### src/rtl/fwu_pkg.sv
package fwu_pkg;
  localparam int SP_W    = 32;
  localparam int DP_W    = 64;
  localparam int SP_FRAC = 23;
  localparam int DP_FRAC = 52;
  localparam int PAD_W   = DP_FRAC - SP_FRAC;
  localparam int LZ_W    = $clog2(SP_FRAC + 1);
  localparam logic [10:0] REBIAS = 11'd896;

  typedef logic [SP_W-1:0] sp_t;
  typedef logic [DP_W-1:0] dp_t;
endpackage

### src/rtl/fwu_lzc.sv
module fwu_lzc #(
  parameter int W  = 23,
  parameter int CW = $clog2(W + 1)
) (
  input  logic [W-1:0]  vec,
  output logic [CW-1:0] cnt
);
  logic found;
  always_comb begin
    cnt   = CW'(W);
    found = 1'b0;
    for (int i = W - 1; i >= 0; i--) begin
      if (!found && vec[i]) begin
        cnt   = CW'(W - 1 - i);
        found = 1'b1;
      end
    end
  end
endmodule

### src/rtl/fwu_cvt.sv
module fwu_cvt
  import fwu_pkg::*;
(
  input  sp_t  din,
  output dp_t  dout,
  output logic snan
);
  logic               sgn;
  logic [7:0]         ex;
  logic [SP_FRAC-1:0] fr;
  logic [LZ_W-1:0]    lz;
  logic [LZ_W-1:0]    shamt;
  logic [SP_FRAC-1:0] nfr;

  assign sgn   = din[31];
  assign ex    = din[30:23];
  assign fr    = din[22:0];
  assign shamt = lz + LZ_W'(1);
  assign nfr   = fr << shamt;

  fwu_lzc #(.W(SP_FRAC), .CW(LZ_W)) u_lzc (.vec(fr), .cnt(lz));

  always_comb begin
    snan = 1'b0;
    dout = {sgn, 63'd0};
    if (ex == 8'hFF) begin
      if (fr == '0) begin
        dout = {sgn, 11'h7FF, 52'd0};
      end else begin
        dout = {sgn, 11'h7FF, 1'b1, fr[21:0], {PAD_W{1'b0}}};
        snan = ~fr[22];
      end
    end else if (ex == 8'h00) begin
      if (fr != '0)
        dout = {sgn, REBIAS - 11'(lz), nfr, {PAD_W{1'b0}}};
    end else begin
      dout = {sgn, {3'b000, ex} + REBIAS, fr, {PAD_W{1'b0}}};
    end
  end
endmodule

### src/rtl/fwu_lane.sv
module fwu_lane
  import fwu_pkg::*;
#(
  parameter int IDX = 0
) (
  input  dp_t  conv,
  input  dp_t  old,
  input  logic active,
  input  logic legacy,
  input  logic mbit,
  input  logic zmask,
  output dp_t  lane_out,
  output logic wr
);
  localparam bit LEG_LANE = (IDX < 2);

  always_comb begin
    wr       = 1'b0;
    lane_out = old;
    if (legacy) begin
      if (LEG_LANE) begin
        lane_out = conv;
        wr       = 1'b1;
      end
    end else if (!active) begin
      lane_out = '0;
    end else if (mbit) begin
      lane_out = conv;
      wr       = 1'b1;
    end else if (zmask) begin
      lane_out = '0;
    end
  end
endmodule

### src/rtl/fpwiden_unit.sv
module fpwiden_unit
  import fwu_pkg::*;
#(
  parameter int LANES  = 8,
  parameter int VL_W   = 2,
  parameter int SPEC_W = 5
) (
  input  logic                  clk,
  input  logic                  rst,
  input  logic                  go,
  input  logic [LANES*32-1:0]   src_vec,
  input  logic [LANES*64-1:0]   old_dst,
  input  logic [LANES-1:0]      wmask,
  input  logic                  zmask,
  input  logic                  bcast,
  input  logic                  mem_src,
  input  logic [VL_W-1:0]       vlen,
  input  logic                  legacy,
  input  logic [SPEC_W-1:0]     spec,
  output logic [LANES*64-1:0]   res_dst,
  output logic                  res_vld,
  output logic                  ud,
  output logic                  flg_inv,
  output logic                  flg_inx
);
  localparam int DST_W = LANES * DP_W;

  logic              bad_op;
  logic              bsel;
  logic [31:0]       act_cnt;
  logic [DST_W-1:0]  nxt;
  logic [LANES-1:0]  wr_v;
  logic [LANES-1:0]  snan_v;
  logic              inv_any;

  assign bad_op  = (spec != {SPEC_W{1'b1}});
  assign bsel    = bcast & mem_src & ~legacy;
  assign act_cnt = 32'd2 << vlen;
  assign inv_any = |(wr_v & snan_v);

  for (genvar n = 0; n < LANES; n++) begin : g_lane
    sp_t  sel;
    dp_t  cv;
    logic act;
    assign sel = bsel ? src_vec[31:0] : src_vec[n*SP_W +: SP_W];
    assign act = (32'(n) < act_cnt);

    fwu_cvt u_cvt (.din(sel), .dout(cv), .snan(snan_v[n]));

    fwu_lane #(.IDX(n)) u_lane (
      .conv(cv), .old(old_dst[n*DP_W +: DP_W]), .active(act),
      .legacy(legacy), .mbit(wmask[n]), .zmask(zmask),
      .lane_out(nxt[n*DP_W +: DP_W]), .wr(wr_v[n])
    );
  end

  always_ff @(posedge clk) begin
    if (rst) begin
      res_dst <= '0;
      res_vld <= 1'b0;
      ud      <= 1'b0;
      flg_inv <= 1'b0;
      flg_inx <= 1'b0;
    end else begin
      res_vld <= go;
      if (go) begin
        ud <= bad_op;
        if (bad_op) begin
          res_dst <= old_dst;
        end else begin
          res_dst <= nxt;
          flg_inv <= flg_inv | inv_any;
        end
      end
    end
  end
endmodule

### config.mk
export PLATFORM = sky130hd
export DESIGN_NAME = fpwiden_unit
export DESIGN_NICKNAME = d
export VERILOG_FILES = /design/src/rtl/fwu_pkg.sv /design/src/rtl/fwu_lzc.sv /design/src/rtl/fwu_cvt.sv /design/src/rtl/fwu_lane.sv /design/src/rtl/fpwiden_unit.sv
export SDC_FILE = /design/constraint.sdc
export NUM_CORES = 2
export LEC_CHECK = 0
export BUFFER_PORTS_ARGS = -buffer_cell sky130_fd_sc_hd__buf_2
export CORE_AREA = 2 2 502 504
export DETAILED_ROUTE_END_ITERATION = 10
export DIE_AREA = 0 0 504 506
export GPL_TIMING_DRIVEN = 0
export MAX_ROUTING_LAYER = met4
export PLACE_DENSITY_LB_ADDON = 0.2
export SLEW_MARGIN = 10
export SYNTH_ARGS = -nofsm -noshare
export SYNTH_HDL_FRONTEND = slang
export SYNTH_HIERARCHICAL = 1
export SYNTH_SLANG_ARGS = --single-unit
### constraint.sdc
create_clock -name clk -period 4.95 [get_ports clk]
set_clock_uncertainty 0.2 [all_clocks]
set_input_delay 0.2475 -clock clk [delete_from_list [all_inputs] [get_ports clk]]
set_output_delay 0.2475 -clock clk [all_outputs]
set_load 0.01 [all_outputs]
Yosys cells after proc, flatten, opt, wreduce, memory -nomap -nowiden --
Cells that the tools add are included.
Word-level totals: flip-flop bits (word level) 515, input port bits 790, output and inout bits 516, logic and storage cells 918
Cells by class: add/sub/neg operators 24, $lt $le $gt $ge 8, equality and inequality tests 9, shifts and indexed selects 9, muxes and demuxes 472, bitwise operators 14, reduce and logical (&&, ||, !) cells 378
Operator list (count):
- two-way mux 64 bit | 32
- two-way mux 63 bit | 24
- two-way mux 5 bit | 184
- two-way mux 512 bit | 1
- two-way mux 52 bit | 8
- two-way mux 32 bit | 7
- two-way mux 1 bit | 216
- zero test 23 bit | 8
- nonzero test 23 bit | 8
- left shift 23 x 5 -> 23 bit | 8
- logical AND 1 bit | 176
- zero test 1 bit | 176
- less-than comparator 3 x 32 -> 1 bit, first input constant | 4
- adder 8 x 10 -> 11 bit, second input constant | 8
- subtractor 10 x 5 -> 11 bit, first input constant | 8
- == test 8 bit, second input constant | 8
- zero test 8 bit | 8
- less-than comparator 1 x 32 -> 1 bit, first input constant | 2
- less-than comparator 2 x 32 -> 1 bit, first input constant | 2
- adder 5 x 1 -> 5 bit, second input constant | 8
- left shift 2 x 2 -> 32 bit, first input constant | 1
- inverter 1 bit | 10
- AND 8 bit | 1
- OR reduction 8 bit | 1
- 4 further kinds | 5

Longest topological paths before layout --
word-level depth 79, gate-level depth with buffers 25

Hierarchy --
The synthesis kept the hierarchy.
By module, submodules not included:
- fpwiden_unit | instances 1, cells each 2864, area each 25263.0 µm², sequential area each 10309.9 µm²
- fwu_cvt (g_lane[0].u_cvt ...) | instances 7, cells each 233, area each 1861.8 µm², sequential area each 0.0 µm²
- fwu_lane (g_lane[2].u_lane ...) | instances 6, cells each 298, area each 2075.7 µm², sequential area each 0.0 µm²
- fwu_lane (g_lane[0].u_lane ...) | instances 2, cells each 293, area each 1780.5 µm², sequential area each 0.0 µm²
- fwu_lzc | instances 8, cells each 39, area each 274.0 µm², sequential area each 0.0 µm²
- fwu_cvt (g_lane[7].u_cvt) | instances 1, cells each 271, area each 1849.3 µm², sequential area each 0.0 µm²

Worst setup path after synthesis --
OpenSTA, ideal clock, no wires.
kind in2reg, start point input legacy, end point register res_dst[434], library setup time 0.138 ns, arrival time 4.649 ns, required time 4.612 ns, path slack -0.037 ns, stages on the path 23, path buffers 6, path through nand3b_1 buf_2 buf_2 buf_1 nand2_1 nand2_1 or2b_1 a21oi_1 o2111a_1 nor4_1 buf_6 inv_2 buf_6 ha_1 buf_6 mux4_2 mux4_2 nand2b_1 a32o_1 nand4b_1 o211ai_2 nor3_1 a211oi_1
On the way: elaborated cells on any way between the ends 106
RTL lines:
- from (decl) | line fpwiden_unit.sv:18 | input logic legacy,
- inverter 1 bit * | line fpwiden_unit.sv:37 | assign bsel = bcast & mem_src & ~legacy;
- AND 1 bit * | line fpwiden_unit.sv:37
- two-way mux 32 bit * | line fpwiden_unit.sv:45 | assign sel = bsel ? src_vec[31:0] : src_vec[n*SP_W +: SP_W];
- via g_lane[6].sel[9] | line fpwiden_unit.sv:42 | sp_t sel;
- logical AND 1 bit * | line fwu_lzc.sv:13 | if (!found && vec[i]) begin
- two-way mux 1 bit | line fwu_lzc.sv:13
- zero test 1 bit | line fwu_lzc.sv:13
- logical AND 1 bit | line fwu_lzc.sv:13
- [... 25 more ...]
- via g_lane[6].u_cvt.lz[0] | line fwu_cvt.sv:11 | logic [LZ_W-1:0] lz;
- [... 3 more ...]
- two-way mux 63 bit * | line fwu_cvt.sv:33 | end else if (ex == 8'h00) begin
- two-way mux 63 bit * | line fwu_cvt.sv:26 | if (ex == 8'hFF) begin
- via g_lane[6].cv[50] | line fpwiden_unit.sv:43 | dp_t cv;
- two-way mux 64 bit * | line fwu_lane.sv:27 | end else if (mbit) begin
- two-way mux 64 bit * | line fwu_lane.sv:25 | end else if (!active) begin
- two-way mux 64 bit * | line fwu_lane.sv:20 | if (legacy) begin
- via nxt[434] | line fpwiden_unit.sv:31 | logic [DST_W-1:0] nxt;
- two-way mux 512 bit * | line fpwiden_unit.sv:68 | if (bad_op) begin
- to (signal assigned) | line fpwiden_unit.sv:69 | res_dst <= old_dst;
- to (signal assigned) | line fpwiden_unit.sv:71 | res_dst <= nxt;
- to (decl) | line fpwiden_unit.sv:20 | output logic [LANES*64-1:0] res_dst,
The timed path passes the listed nets; every way through them passes the cells marked *. A chain may end at the register's enable or synchronous reset.

Worst setup path after layout --
start point input legacy, end point register res_dst[349]
On the way: elaborated cells on any way between the ends 106
RTL lines (line):
- inverter 1 bit * | fpwiden_unit.sv:37
- AND 1 bit * | fpwiden_unit.sv:37
- two-way mux 32 bit * | fpwiden_unit.sv:45
- via g_lane[5].sel[2] | fpwiden_unit.sv:42
- logical AND 1 bit * | fwu_lzc.sv:13
- two-way mux 1 bit | fwu_lzc.sv:13
- zero test 1 bit | fwu_lzc.sv:13
- logical AND 1 bit | fwu_lzc.sv:13
- [... 4 more ...]
- via g_lane[5].u_cvt.lz[1] | fwu_cvt.sv:11
- [... 3 more ...]
- two-way mux 63 bit * | fwu_cvt.sv:33
- two-way mux 63 bit * | fwu_cvt.sv:26
- via g_lane[5].cv[29] | fpwiden_unit.sv:43
- two-way mux 64 bit * | fwu_lane.sv:27
- two-way mux 64 bit * | fwu_lane.sv:25
- two-way mux 64 bit * | fwu_lane.sv:20
- via nxt[349] | fpwiden_unit.sv:31
- two-way mux 512 bit * | fpwiden_unit.sv:68
Marks and branches as above.

==> flow_summary.ini <==
[floorplanning]
die_x_um = 504
coreArea_um2 = 250000
start_util_pct = 23.3
pin_count = 1306
fp.dieH_um = 506
placementRows = 184
die_area_um2 = 255000

[power]
powerDensity_nw_per_um2 = 220
leakagePower_nw = 35.1
p_total_mw = 17.8
p_switching_mw = 6.90
sw_frac_of_total_pct = 38.7
p_int_mw = 10.9
clkPwrFrac_pct = 32.7
p_comb_share_pct = 41.4
vdd_drop_max_mv = 0.249
power_frac_seq_pct = 25.9

[route]
drcViolationCount = 0
top_layer_used = met4
wirelength_um = 374000
wl_met1_um = 157000
firstDrtPassIters = 7
dr_wl_met2_um = 169000
dr.first_iter.drc_count = 5707
ant_nets = 0
dr_wl_met3_um = 30700
wire_per_inst_um = 28.3
num_vias = 69900
viasPerCell = 5.29

[clock_tree]
cts.htree.levels = 3
clock_sinks = 515
numCtsBuffers = 73
cts_root_buffer = clkbuf_16
cts_tree = done
path_clk_slew_ns = 0.05
cts_buffer_depth = 3
clk_latency_ns = 0.73

[flow_run]
maxCapViolCount = 0

[global_route]
grt_max_degree = 21
grt_pass1_wl_um = 516000
grt_usage_pct = 28.5
grt_overflow = 0
grt_pass1_vias = 67300
antenna_found_initial = 156

[yosys]
synth.largest_area_cell = dfxtp_1
synth_top_flop_cell = dfxtp_1
syn_avg_cell_area_um2 = 7.83
synthAdderAreaFrac_pct = 0.343
ys_seq_elements = 515
yosysSeqAreaShare_pct = 17.7
synth_top_family_by_area = simple AND/OR/NAND/NOR gates
ys.warnings.count = 6
synth_mux_area_share_pct = 16.6
ys_types = 74
synth_top_area_share_pct = 17.7
synth_xor_area_share_pct = 1.25
synthArstFlopShare_pct = 0
synthTopCellsByArea = dfxtp_1 18%, mux2i_1 12%, nand2_1 11%
synthCells = 7452
synth-simple-area-share_pct = 28.5
synth-compound-area-share_pct = 24.8
synth_area_um2 = 58400
synth_edf_count = 0

[setup_path]
crit_fanout = 10
required_ns = 5.37
worst_setup_path_end_kind = register
arrival_ns = 5.36
rrSetupSlack_ns = 3.23
worstSetupPathType = in -> reg
worstRegToRegCells = 3
rr_endpoint = ud
r2r-start = ud
critPathLaunchType = input port
startpoint = legacy
cp-endpoint = res_dst[349]

[place]
portBuffers = 1303
gp_congestion = 0.987
hpwlAfterDp_um = 301000
placedInstanceArea_um2 = 70500

[layout]
final_common_cell = nand2_1
layout_common_cells = 1557 x nand2_1, 1536 x buf_2, 673 x mux2i_1, 570 x nor3_1, 524 x dlygate4sd3_1
final_net_count = 10500
area_growth_pct = 38.7
stdcell_area_um2 = 80900
final_layout_size_suffix_gt1_share_pct = 32.5
n_fill_cell = 27000

[sta]
hold_viol = 0
fin_crit_ns = 4.94
relSlewSlack_pct = 16.3
tightest_slew_ns = 1.26
fin_crit_sh_pct = 99.7
report.final.slew_viol_count = 0
finalSetupViolations = 0
fmax_mhz = 203

[run_status]
outcome = finished, final reports clean

[hold_path]
hold_class = in -> reg
[worst min path at each step]
stage                            from      endpoint  slack [ns]  depth (start not counted)
final                     src_vec[30]   res_dst[62]        0.13                          6
after global placement        flg_inv       flg_inv        0.27                          2
after CTS                    wmask[3]  res_dst[254]        0.04                          5
after detailed placement      flg_inv       flg_inv        0.26                          2
after global routing         wmask[3]  res_dst[254]        0.12                          5
after floorplan               flg_inv       flg_inv        0.29                          2
[metal layers]
metal,global-route usage [%],vias to the layer above
li1,-,32000
met1,34.7,34200
met2,44.5,3152
met3,7.16,575
met4,12.3,0
met5,-,-
[cells in the mapped netlist (all sizes together), types with 25 or more instances]
master      n
a211oi    534
a21o       37
a21oi      81
a22o       59
a32o       59
buf       710
clkbuf    306
dfxtp     515
inv        62
mux2i     710
mux4      107
nand2    1760
nand3     200
nand4      25
nand4b    385
nor2      149
nor3      575
nor4      104
o211ai    528
o21ai     112
o2bb2ai    35
or2        31
xnor2      25
xor2       37
[metrics by stage]
step / hold slack, ns / setup slack (ns) / utilization, % / cells / setup TNS (ns)
3_3_place_gp: 0.266 / -3.57 / 28.0 / 12300 / -642.78
2_1_floorplan: 0.292 / 0.0367 / - / 7681 / 0
6_report: 0.129 / 0.0128 / 32.4 / 13200 / 0
3_5_place_dp: 0.264 / -3.19 / 28.2 / 12400 / -516.91
5_1_grt: 0.118 / -0.0197 / 32.3 / 13200 / -0.0318
4_1_cts: 0.0363 / 0.00828 / 31.8 / 13000 / 0
[critical path, cell delays in order]
cell and delay [ns]:
buf_16 0.12, nand3b_1 0.19, buf_12 0.19, buf_8 0.18
clkbuf_2 0.20, nand2_1 0.29, nand2_2 0.22, nor2_1 0.15
o31a_1 0.15, o211ai_2 0.11, a2111oi_4 0.46, ha_2 0.40
nand3_1 0.19, xor2_1 0.45, o211ai_1 0.41, nor4_1 0.58
o21a_1 0.21, nand4b_1 0.13, o211ai_2 0.10, nor3_1 0.08
a211oi_1 0.23
[layout make-up]
class                   count  area, µm²  area share, %
multi-input cells        6088      44300           54.8
diodes                    163        408          0.504
clock buffers             111       2210           2.74
plain buffers            1015       6220           7.69
repair buffers           1891      12600           15.6
inverters                  62        233          0.288
flip-flops and latches    515      10300           12.7
clock inverters            21        370          0.458
well taps                3348       4190           5.18
[power groups by stage]
stage	sequential [mW]	clock (mW)	combinational, mW
finish	4.62	5.82	7.37
global route	4.64	6.08	7.78
CTS	4.62	5.94	7.03
detailed placement	4.70	0	6.50
global placement	4.70	0	6.47
floorplan	4.76	0	3.95
[logic make-up after synthesis]
| family | after synthesis |
|---|---|
| other | 10 |
| XOR/XNOR | 62 |
| buffers and inverters | 1078 |
| AO/OA/AOI/OAI | 1606 |
| AND/OR/NAND/NOR | 3336 |
| multiplexers | 829 |
| adder cells (fa/ha/maj) | 16 |
| flip-flops | 515 |
[state kept, by name, summed over array words and instances (netlist names)]
signal   cells
res_dst    512
flg_inv      1
res_vld      1
ud           1
[what timing repair did]
item | CTS | global route
endpoints found under the setup margin | 217 | 145
pin swaps | 6 | 21
hold buffers | 524 | 0
gates resized for setup | 276 | 189
buffers inserted | 14 | 27
hold endpoints to repair | 515 | 0
gates cloned | 0 | 2
No activity file was read; power rests on OpenSTA's default activity.
